## config.mk

```make
export PLATFORM = sky130hd
export DESIGN_NAME = spi_host_irq_agg
export DESIGN_NICKNAME = d
export VERILOG_FILES = /design/src/rtl/spi_irq_pkg.sv /design/src/rtl/irq_sticky_bank.sv /design/src/rtl/irq_mask_reduce.sv /design/src/rtl/spi_host_irq_agg.sv
export SDC_FILE = /design/constraint.sdc
export NUM_CORES = 1
export LEC_CHECK = 0
export BUFFER_PORTS_ARGS = -buffer_cell sky130_fd_sc_hd__buf_4
export CORE_MARGIN = 10
export CORE_UTILIZATION = 34
export DETAILED_ROUTE_END_ITERATION = 7
export PLACE_DENSITY = 0.66
export SETUP_SLACK_MARGIN = 0.02
export SLEW_MARGIN = 20
export SYNTH_ARGS = -nofsm -noshare
export SYNTH_HDL_FRONTEND = slang
export SYNTH_SLANG_ARGS = --single-unit
```

## constraint.sdc

```tcl
create_clock -name clk_i -period 1.49 [get_ports clk_i]
set_input_delay 0.298 -clock clk_i [delete_from_list [all_inputs] [get_ports clk_i]]
set_output_delay 0.298 -clock clk_i [all_outputs]
set_load 0.02 [all_outputs]
```

## src/rtl/spi_irq_pkg.sv

```systemverilog
package spi_irq_pkg;
  localparam int ERR_W  = 5;
  localparam int EVT_W  = 6;
  localparam int IRQ_W  = 2;
  localparam int ADDR_W = 3;

  // interrupt state / enable / test bit positions
  localparam int IRQ_ERR = 0;
  localparam int IRQ_EVT = 1;

  // event enable bit positions (idle is the top bit)
  localparam int EVT_IDLE = 5;

  typedef enum logic [ADDR_W-1:0] {
    A_ISTATE = 3'd0,
    A_IEN    = 3'd1,
    A_ITEST  = 3'd2,
    A_ALERT  = 3'd3,
    A_ESTAT  = 3'd4,
    A_EEN    = 3'd5,
    A_EVEN   = 3'd6
  } reg_addr_e;
endpackage

```

## src/rtl/irq_sticky_bank.sv

```systemverilog
module irq_sticky_bank #(
  parameter int W = 2
) (
  input  logic         clk_i,
  input  logic         rst_i,
  input  logic [W-1:0] set_i,
  input  logic [W-1:0] clr_i,
  output logic [W-1:0] q_o
);
  for (genvar i = 0; i < W; i++) begin : g_bit
    always_ff @(posedge clk_i) begin
      if (rst_i)          q_o[i] <= 1'b0;
      else if (set_i[i])  q_o[i] <= 1'b1;
      else if (clr_i[i])  q_o[i] <= 1'b0;
    end
  end


  set_wins_chk: assert property (@(posedge clk_i) disable iff (rst_i)
    1'b1 |=> ((q_o & $past(set_i)) == $past(set_i)));

  hold_chk: assert property (@(posedge clk_i) disable iff (rst_i)
    1'b1 |=> ((q_o & $past(q_o & ~clr_i)) == $past(q_o & ~clr_i)));
endmodule

```

## src/rtl/irq_mask_reduce.sv

```systemverilog
module irq_mask_reduce #(
  parameter int W = 6
) (
  input  logic [W-1:0] src_i,
  input  logic [W-1:0] mask_i,
  output logic         any_o
);
  assign any_o = |(src_i & mask_i);
endmodule

```

## src/rtl/spi_host_irq_agg.sv

```systemverilog
module spi_host_irq_agg
  import spi_irq_pkg::*;
#(
  parameter int               DATA_W     = 32,
  parameter logic [ERR_W-1:0] ERR_EN_RST = 5'h1F
) (
  input  logic                  clk_i,
  input  logic                  rst_i,
  input  logic                  wr_en_i,
  input  logic [ADDR_W-1:0]     wr_addr_i,
  input  logic [DATA_W-1:0]     wr_data_i,
  input  logic [ADDR_W-1:0]     rd_addr_i,
  output logic [DATA_W-1:0]     rd_data_o,
  input  logic [ERR_W-1:0]      err_set_i,
  input  logic [EVT_W-2:0]      evt_i,
  input  logic                  active_i,
  output logic                  irq_err_o,
  output logic                  irq_evt_o,
  output logic                  alert_fatal_o
);
  logic [IRQ_W-1:0] int_en_q, int_state_q, state_set, state_clr, test_bits;
  logic [ERR_W-1:0] err_en_q, err_stat_q, err_clr;
  logic [EVT_W-1:0] evt_en_q, evt_vec;
  logic             err_any, evt_any, alert_q;
  logic             unused_wdata;

  assign unused_wdata = ^wr_data_i[DATA_W-1:EVT_W];

  function automatic logic hit(input reg_addr_e a);
    return wr_en_i && (wr_addr_i == a);
  endfunction

  // enable registers
  always_ff @(posedge clk_i) begin
    if (rst_i) begin
      int_en_q <= '0;
      err_en_q <= ERR_EN_RST;
      evt_en_q <= '0;
    end else begin
      if (hit(A_IEN))  int_en_q <= wr_data_i[IRQ_W-1:0];
      if (hit(A_EEN))  err_en_q <= wr_data_i[ERR_W-1:0];
      if (hit(A_EVEN)) evt_en_q <= wr_data_i[EVT_W-1:0];
    end
  end

  // sticky error status
  assign err_clr = hit(A_ESTAT) ? wr_data_i[ERR_W-1:0] : '0;

  irq_sticky_bank #(.W(ERR_W)) u_err_bank (
    .clk_i(clk_i), .rst_i(rst_i),
    .set_i(err_set_i), .clr_i(err_clr), .q_o(err_stat_q)
  );

  irq_mask_reduce #(.W(ERR_W)) u_err_red (
    .src_i(err_stat_q), .mask_i(err_en_q), .any_o(err_any)
  );

  // event sources, idle derived from the active level
  assign evt_vec = {~active_i, evt_i};

  irq_mask_reduce #(.W(EVT_W)) u_evt_red (
    .src_i(evt_vec), .mask_i(evt_en_q), .any_o(evt_any)
  );

  // interrupt state
  assign test_bits = hit(A_ITEST)  ? wr_data_i[IRQ_W-1:0] : '0;
  assign state_clr = hit(A_ISTATE) ? wr_data_i[IRQ_W-1:0] : '0;
  assign state_set = {evt_any, err_any} | test_bits;

  irq_sticky_bank #(.W(IRQ_W)) u_state_bank (
    .clk_i(clk_i), .rst_i(rst_i),
    .set_i(state_set), .clr_i(state_clr), .q_o(int_state_q)
  );

  assign irq_err_o = int_state_q[IRQ_ERR] & int_en_q[IRQ_ERR];
  assign irq_evt_o = int_state_q[IRQ_EVT] & int_en_q[IRQ_EVT];

  // alert pulse and read port
  always_ff @(posedge clk_i) begin
    if (rst_i) begin
      alert_q   <= 1'b0;
      rd_data_o <= '0;
    end else begin
      alert_q <= hit(A_ALERT) & wr_data_i[0];
      case (rd_addr_i)
        A_ISTATE: rd_data_o <= DATA_W'(int_state_q);
        A_IEN:    rd_data_o <= DATA_W'(int_en_q);
        A_ESTAT:  rd_data_o <= DATA_W'(err_stat_q);
        A_EEN:    rd_data_o <= DATA_W'(err_en_q);
        A_EVEN:   rd_data_o <= DATA_W'(evt_en_q);
        default:  rd_data_o <= '0;
      endcase
    end
  end
  assign alert_fatal_o = alert_q;


  reset_quiet_chk: assert property (@(posedge clk_i)
    rst_i |=> (!alert_fatal_o && !irq_err_o && !irq_evt_o));

  err_to_state_chk: assert property (@(posedge clk_i) disable iff (rst_i)
    err_any |=> int_state_q[IRQ_ERR]);

  evt_to_state_chk: assert property (@(posedge clk_i) disable iff (rst_i)
    evt_any |=> int_state_q[IRQ_EVT]);

  test_force_chk: assert property (@(posedge clk_i) disable iff (rst_i)
    (wr_en_i && wr_addr_i == A_ITEST) |=>
      ((int_state_q & $past(wr_data_i[IRQ_W-1:0])) == $past(wr_data_i[IRQ_W-1:0])));

  alert_src_chk: assert property (@(posedge clk_i) disable iff (rst_i)
    alert_fatal_o |-> $past(wr_en_i && wr_addr_i == A_ALERT && wr_data_i[0]));
endmodule

```

==> out/qor.yml, run 1 <==
diodes: 0
holdPathStages: 2
dr.pass1.iters: 4
placedCellCount: 226
top_layer: "met4"
overflow: 0
cts_made_buffers: 3
fin_ws_ns: 0.257
r2r-start: "err_en_q[1]$_SDFFE_PP1P_"
power_density_nw_per_um2: 871
met1_length_mm: 1.46
min_to: "u_err_bank.q_o[4]$_SDFFE_PP0P_"
die_h_um: 84.6
dp.final_hpwl_mm: 2.62
synth_area_per_cell_sq_um: 9.58
grt_max_degree: 28
synth_edf_count: 0
p_leak_nw: 0.800
gp_congestion: 0.805
wl_mm: 3.28
hp-class: "primary input to flip-flop"
hp-start: "wr_data_i[4]"
start_util_pct: 35.2
syn_area_sq_um: 1420
final_cells: 230
end_kind: "output pin"
rows: 23
pin_count: 87
ir_drop_mv: 0.414
postCtsHoldBufs: 0
dp_slack_ns: 0.253
clkPwrFrac_pct: 28.1
crit_fanout: 3
cts_max_path_buffers: 2
crit_type: "flip-flop to output pin"
fmax_ghz: 0.811
fp.dieArea_sq_um: 7150
setup_viol_count_final: 0
post_cts_buffers: 0
cp.required_ns: 1.19
dpl_cell_area_sq_um: 1610
antenna_found_initial: 0
drive_gt1_share_pct: 25.0
yosysSeqAreaShare_pct: 38.1
hold_viol: 0
yosysWarnings: 0
reg2reg_depth: 3
routed-wl-met3_um: 266
power.share.switching_pct: 27.0
timing.rr.end: "rd_data_o[1]$_SDFF_PP0_"
fin_crit_sh_pct: 82.7
routed_via_density: 4.59
grt_pass1_vias: 1060
final_area_sq_um: 1650
rrSetupSlack_ns: 0.41
synth_top_area_share_pct: 38.1
cts_root_buf: "clkbuf_8"
numPortBuffers: 34
synth_cell_types: 35
cts_sinks: 27
ys_ff_latch: 27
wl_per_cell_um: 14.2
dr_wl_met2_mm: 1.53
period_needed_ns: 1.23
coreArea_sq_um: 4030
insertion_delay_ns: 0.27
power.internal_mw: 1.05
status: "finished clean"
synthesis.instances: 148
switchingPower_mw: 0.389
final_nets: 233
finalSetupTns_ns: 0
postRouteAntennaNets: 0
ys.flop_type: "dfxtp_1"
drc: 0
clk_pin_slew_worst_paths_ns: 0.08
rsz0062_at_grt: "no"
skew_ns: 0.00185
synthTopCellsByCount: "27 x dfxtp_1, 26 x buf_4, 18 x nor2_1, 14 x mux2i_1, 11 x inv_1"
h-tree-depth: 1
arrival_ns: 0.93
postSynth.asyncResetShare_pct: 0
combPwrFrac_pct: 18.3
grt_pass1_wl_mm: 5.19
final_util_pct: 41.1
holdWs_ns: 0.238
first_iter_violations: 65
maxSlewViolCount: 0
p_total_mw: 1.44
die_x_um: 84.6
startpoint_type: "flip-flop"
vias: 1055
grt_usage_pct: 8.64
seq_power_share_pct: 53.6
area_growth_syn_to_layout_pct: 16.7
synth.area.top_cells: "dfxtp_1 38%, buf_4 14%, mux2i_1 9.9%"
yosysMostFrequentCell: "dfxtp_1"
yosysTopAreaCell: "dfxtp_1"
max_cap_violations: 0
ctsResizeCount: 0
tritoncts: "done"
==> sequential cells by signal, indices dropped and copies added, names as in the netlist <==
register          count
u_err_bank.q_o        5
int_en_q              2
rd_data_o             6
u_state_bank.q_o      2
alert_fatal_o         1
evt_en_q              6
err_en_q              5
==> worst max path at each step <==
stage / from / cells past startpoint / slack (ns) / to
after floorplan: rd_addr_i[2] / 4 / 0.35 / rd_data_o[1]$_SDFF_PP0_
after global placement: rd_addr_i[2] / 4 / 0.26 / rd_data_o[1]$_SDFF_PP0_
after detailed placement: rd_addr_i[2] / 4 / 0.25 / rd_data_o[1]$_SDFF_PP0_
after CTS: u_state_bank.q_o[1]$_SDFFE_PP0P_ / 2 / 0.25 / irq_evt_o
after global routing: u_state_bank.q_o[0]$_SDFFE_PP0P_ / 2 / 0.21 / irq_err_o
final: u_state_bank.q_o[0]$_SDFFE_PP0P_ / 2 / 0.26 / irq_err_o
==> power groups by stage <==
| stage | logic (mW) | clock network, mW | registers, mW |
|---|---|---|---|
| global placement | 0.259 | 0 | 0.788 |
| global route | 0.288 | 0.465 | 0.776 |
| detailed placement | 0.262 | 0 | 0.790 |
| floorplan | 0.216 | 0 | 0.790 |
| CTS | 0.262 | 0.421 | 0.773 |
| finish | 0.264 | 0.405 | 0.772 |
==> per-layer routing <==
layer / track usage (%) / up-vias
li1: - / 537
met1: 10.0 / 477
met2: 13.9 / 39
met3: 4.15 / 2
met4: 2.25 / 0
met5: 0 / -
==> cells in the final DEF, fill, tap and decap left out <==
cell / instances
buf_4: 35
dfxtp_1: 27
conb_1: 26
nor2_1: 18
mux2i_1: 14
inv_1: 11
a211o_1: 5
a311oi_1: 5
nor3b_1: 4
a2bb2oi_1: 3
a31oi_1: 3
and4bb_2: 3
clkbuf_8: 3
and2_1: 2
nand3_1: 2
a22oi_1: 2
nor2b_1: 1
mux4_2: 1
nand2b_1: 1
a21oi_1: 1
mux2_2: 1
nand3b_1: 1
or3_1: 1
nand4b_4: 1
nand4b_2: 1
nand2_1: 1
nor3_1: 1
a222oi_1: 1
nand4b_1: 1
a22o_1: 1
a221oi_1: 1
and4b_1: 1
clkbuf_1: 1
==> critical path: stages, from the launching register on <==
cell and delay [ns]:
dfxtp_1 0.36, and2_1 0.16, buf_4 0.15
==> cells by family (layout without fill, tap and decap cells) <==
group / count (synthesis) / count (layout) / synth area share (%)
and+or+nand+nor: 39 / 39 / 17.7
other: 1 / 26 / 0.265
AOI/OAI and AO/OA: 22 / 22 / 12.7
DFF: 27 / 27 / 38.1
buffers and inverters: 43 / 50 / 19.0
muxes: 16 / 16 / 12.3
==> cell type report <==
cell class                      instances  area [sq um]
Fill cell                             429          2370
Multi-Input combinational cell        103           702
Sequential cell                        27           541
Timing Repair Buffer                   35           263
Tap cell                               50          62.6
Clock buffer                            4          45.0
Inverter                               11          41.3
Power figures use the tool's default switching activity.
==> run 2: changes to the inputs <==
clock period = 1.2 ns   (was 1.49 ns; I/O delays follow)
==> run 2 against run 1 <==
Effect of this change:
- non-clock buffer count up 6
- worst hold slack worse by 0.057 ns
- global-route usage up 0.28 points
- sequential share of layout area decreased by 0.81 points
- via count grew 1.2%
- flip-flop and latch count unchanged
- register-to-register slack worse by 0.30 ns
- critical path depth is the same
==> out/qor.yml, run 2 (synthesis gave the netlist of run 1 again) <==
hp-class: "primary input to flip-flop"
skew_ns: 0.00349  # +0.00164 ns
power.internal_mw: 1.32  # +26%
pin_count: 87  # unchanged
cp.required_ns: 0.96  # -0.23 ns
cts_made_buffers: 3  # unchanged
tritoncts: "done"
cts_sinks: 27  # unchanged
fill_cells: 411  # -4.2%
power.share.switching_pct: 27.4  # +0.43 points
rows: 23  # unchanged
end_kind: "output pin"
p_total_mw: 1.82  # +26%
top_regs: "evt_en_q (6), rd_data_o (6)"
clkPwrFrac_pct: 28.3  # +0.2 points
combPwrFrac_pct: 19.0  # +0.7 points
post_cts_buffers: 0  # unchanged
area_growth_syn_to_layout_pct: 20.5
period_needed_ns: 1.17
max_cap_violations: 0  # unchanged
vias: 1068  # +1.2%
final_common_cell: "buf_4"
setup_viol_count_final: 0  # unchanged
p_leak_nw: 0.830  # +3.8%
final_cells: 236  # +2.6%
insertion_delay_ns: 0.27  # about the same
coreArea_sq_um: 4030  # unchanged
startpoint_type: "flip-flop"
overflow: 0  # unchanged
grt_pass1_vias: 1096  # +3.4%
cts_root_buf: "clkbuf_8"
fp.dieArea_sq_um: 7150  # unchanged
drive_gt1_share_pct: 29.6  # +4.6 points
postRouteAntennaNets: 0  # unchanged
power_density_nw_per_um2: 1070  # +22%
dp.final_hpwl_mm: 2.67  # +2.1%
h-tree-depth: 1  # unchanged
rsz0062_at_grt: "yes"
seq_power_share_pct: 52.7  # -0.9 points
die_h_um: 84.6  # unchanged
wl_per_cell_um: 14.2  # -0.10%
grt_usage_pct: 8.92  # +0.28 points
cp-startpoint: "int_en_q[0]$_SDFFE_PP0P_"
fin_crit_sh_pct: 97.1
grt_max_degree: 28  # unchanged
numPortBuffers: 34  # unchanged
maxSlewViolCount: 0  # unchanged
cts_max_path_buffers: 2  # unchanged
status: "finished clean"
crit_fanout: 3  # unchanged
switchingPower_mw: 0.499  # +28%
dr.pass1.iters: 4  # unchanged
ir_drop_mv: 0.422  # +2.0%
antenna_found_initial: 0  # unchanged
holdWs_ns: 0.180  # -0.0575 ns
clk_pin_slew_worst_paths_ns: 0.09  # about the same
diodes: 0  # unchanged
hp-start: "wr_data_i[3]"
placedCellCount: 232  # +2.7%
routed_via_density: 4.53  # -1.3%
drc: 0  # unchanged
start_util_pct: 35.2  # unchanged
rrSetupSlack_ns: 0.11  # -0.30 ns
grt_pass1_wl_mm: 5.40  # +4.1%
gp_congestion: 0.828  # +2.9%
r2r-start: "err_en_q[1]$_SDFFE_PP1P_"
final_nets: 239  # +2.6%
crit_type: "flip-flop to output pin"
final_cell_mix: "41 x buf_4, 26 x conb_1, 24 x dfxtp_1"
fmax_ghz: 0.858
first_iter_violations: 61  # -6.2%
arrival_ns: 0.93  # about the same
hold_viol: 0  # unchanged
wl_mm: 3.36  # +2.5%
die_x_um: 84.6  # unchanged
-- run 2: cell types whose count changed in the layout (fill, tap and decap cells not counted), sizes merged --
cell | previous run | this run
buf | 35 | 41
-- run 2: path summary, 6_finish.rpt --
path	to	cells after the start
max reg2reg	rd_data_o[1]$_SDFF_PP0_	3
min	u_err_bank.q_o[3]$_SDFFE_PP0P_	2
min reg2reg	err_en_q[3]$_SDFFE_PP1P_	1
max	irq_err_o	2
-- run 2: area by class of cell --
type                    count  area (sq um)  share of cell area [%]
multi-input cells         103           707                    41.4
flip-flops and latches     27           544                    31.9
repair buffers             41           308                    18.0
well taps                  50          62.6                    3.66
clock buffers               4          45.0                    2.64
inverters                  11          41.3                    2.42
-- run 2: power by group through the flow --
stage | Clock [mW] | Sequential, mW | Combinational, mW
after global placement | 0 | 0.979 | 0.338
after detailed placement | 0 | 0.981 | 0.341
after CTS | 0.526 | 0.960 | 0.342
after global routing | 0.557 | 0.965 | 0.380
final | 0.515 | 0.960 | 0.346
after floorplan | 0 | 0.981 | 0.268
-- run 2: through the flow --
step / setup slack, ns / utilization (%) / TNS [ns] / cell area (sq um)
2_1_floorplan: 0.122 / - / 0 / 1510
3_3_place_gp: -0.150 / 41.1 / -0.744 / 1650
3_5_place_dp: -0.175 / 41.1 / -0.808 / 1650
4_1_cts: 0.0258 / 42.2 / 0 / 1700
5_1_grt: 0.00546 / 42.4 / 0 / 1710
6_report: 0.0345 / 42.4 / 0 / 1710
-- run 2: metal layers --
metal	part of all wire (%)	track usage, %
met5	0	0
met4	0.42	2.69
met3	7.1	3.38
met2	47	14.3
met1	45	10.8
-- run 2: worst max-delay path, cell delays in order (launching register included) --
cell,delay (ns)
dfxtp_2,0.34
and2_1,0.17
buf_4,0.16
-- run 2: what timing repair did --
item	in CTS	in global routing
gates resized for setup	2	2
setup endpoints to repair	2	3
hold buffers	0	0
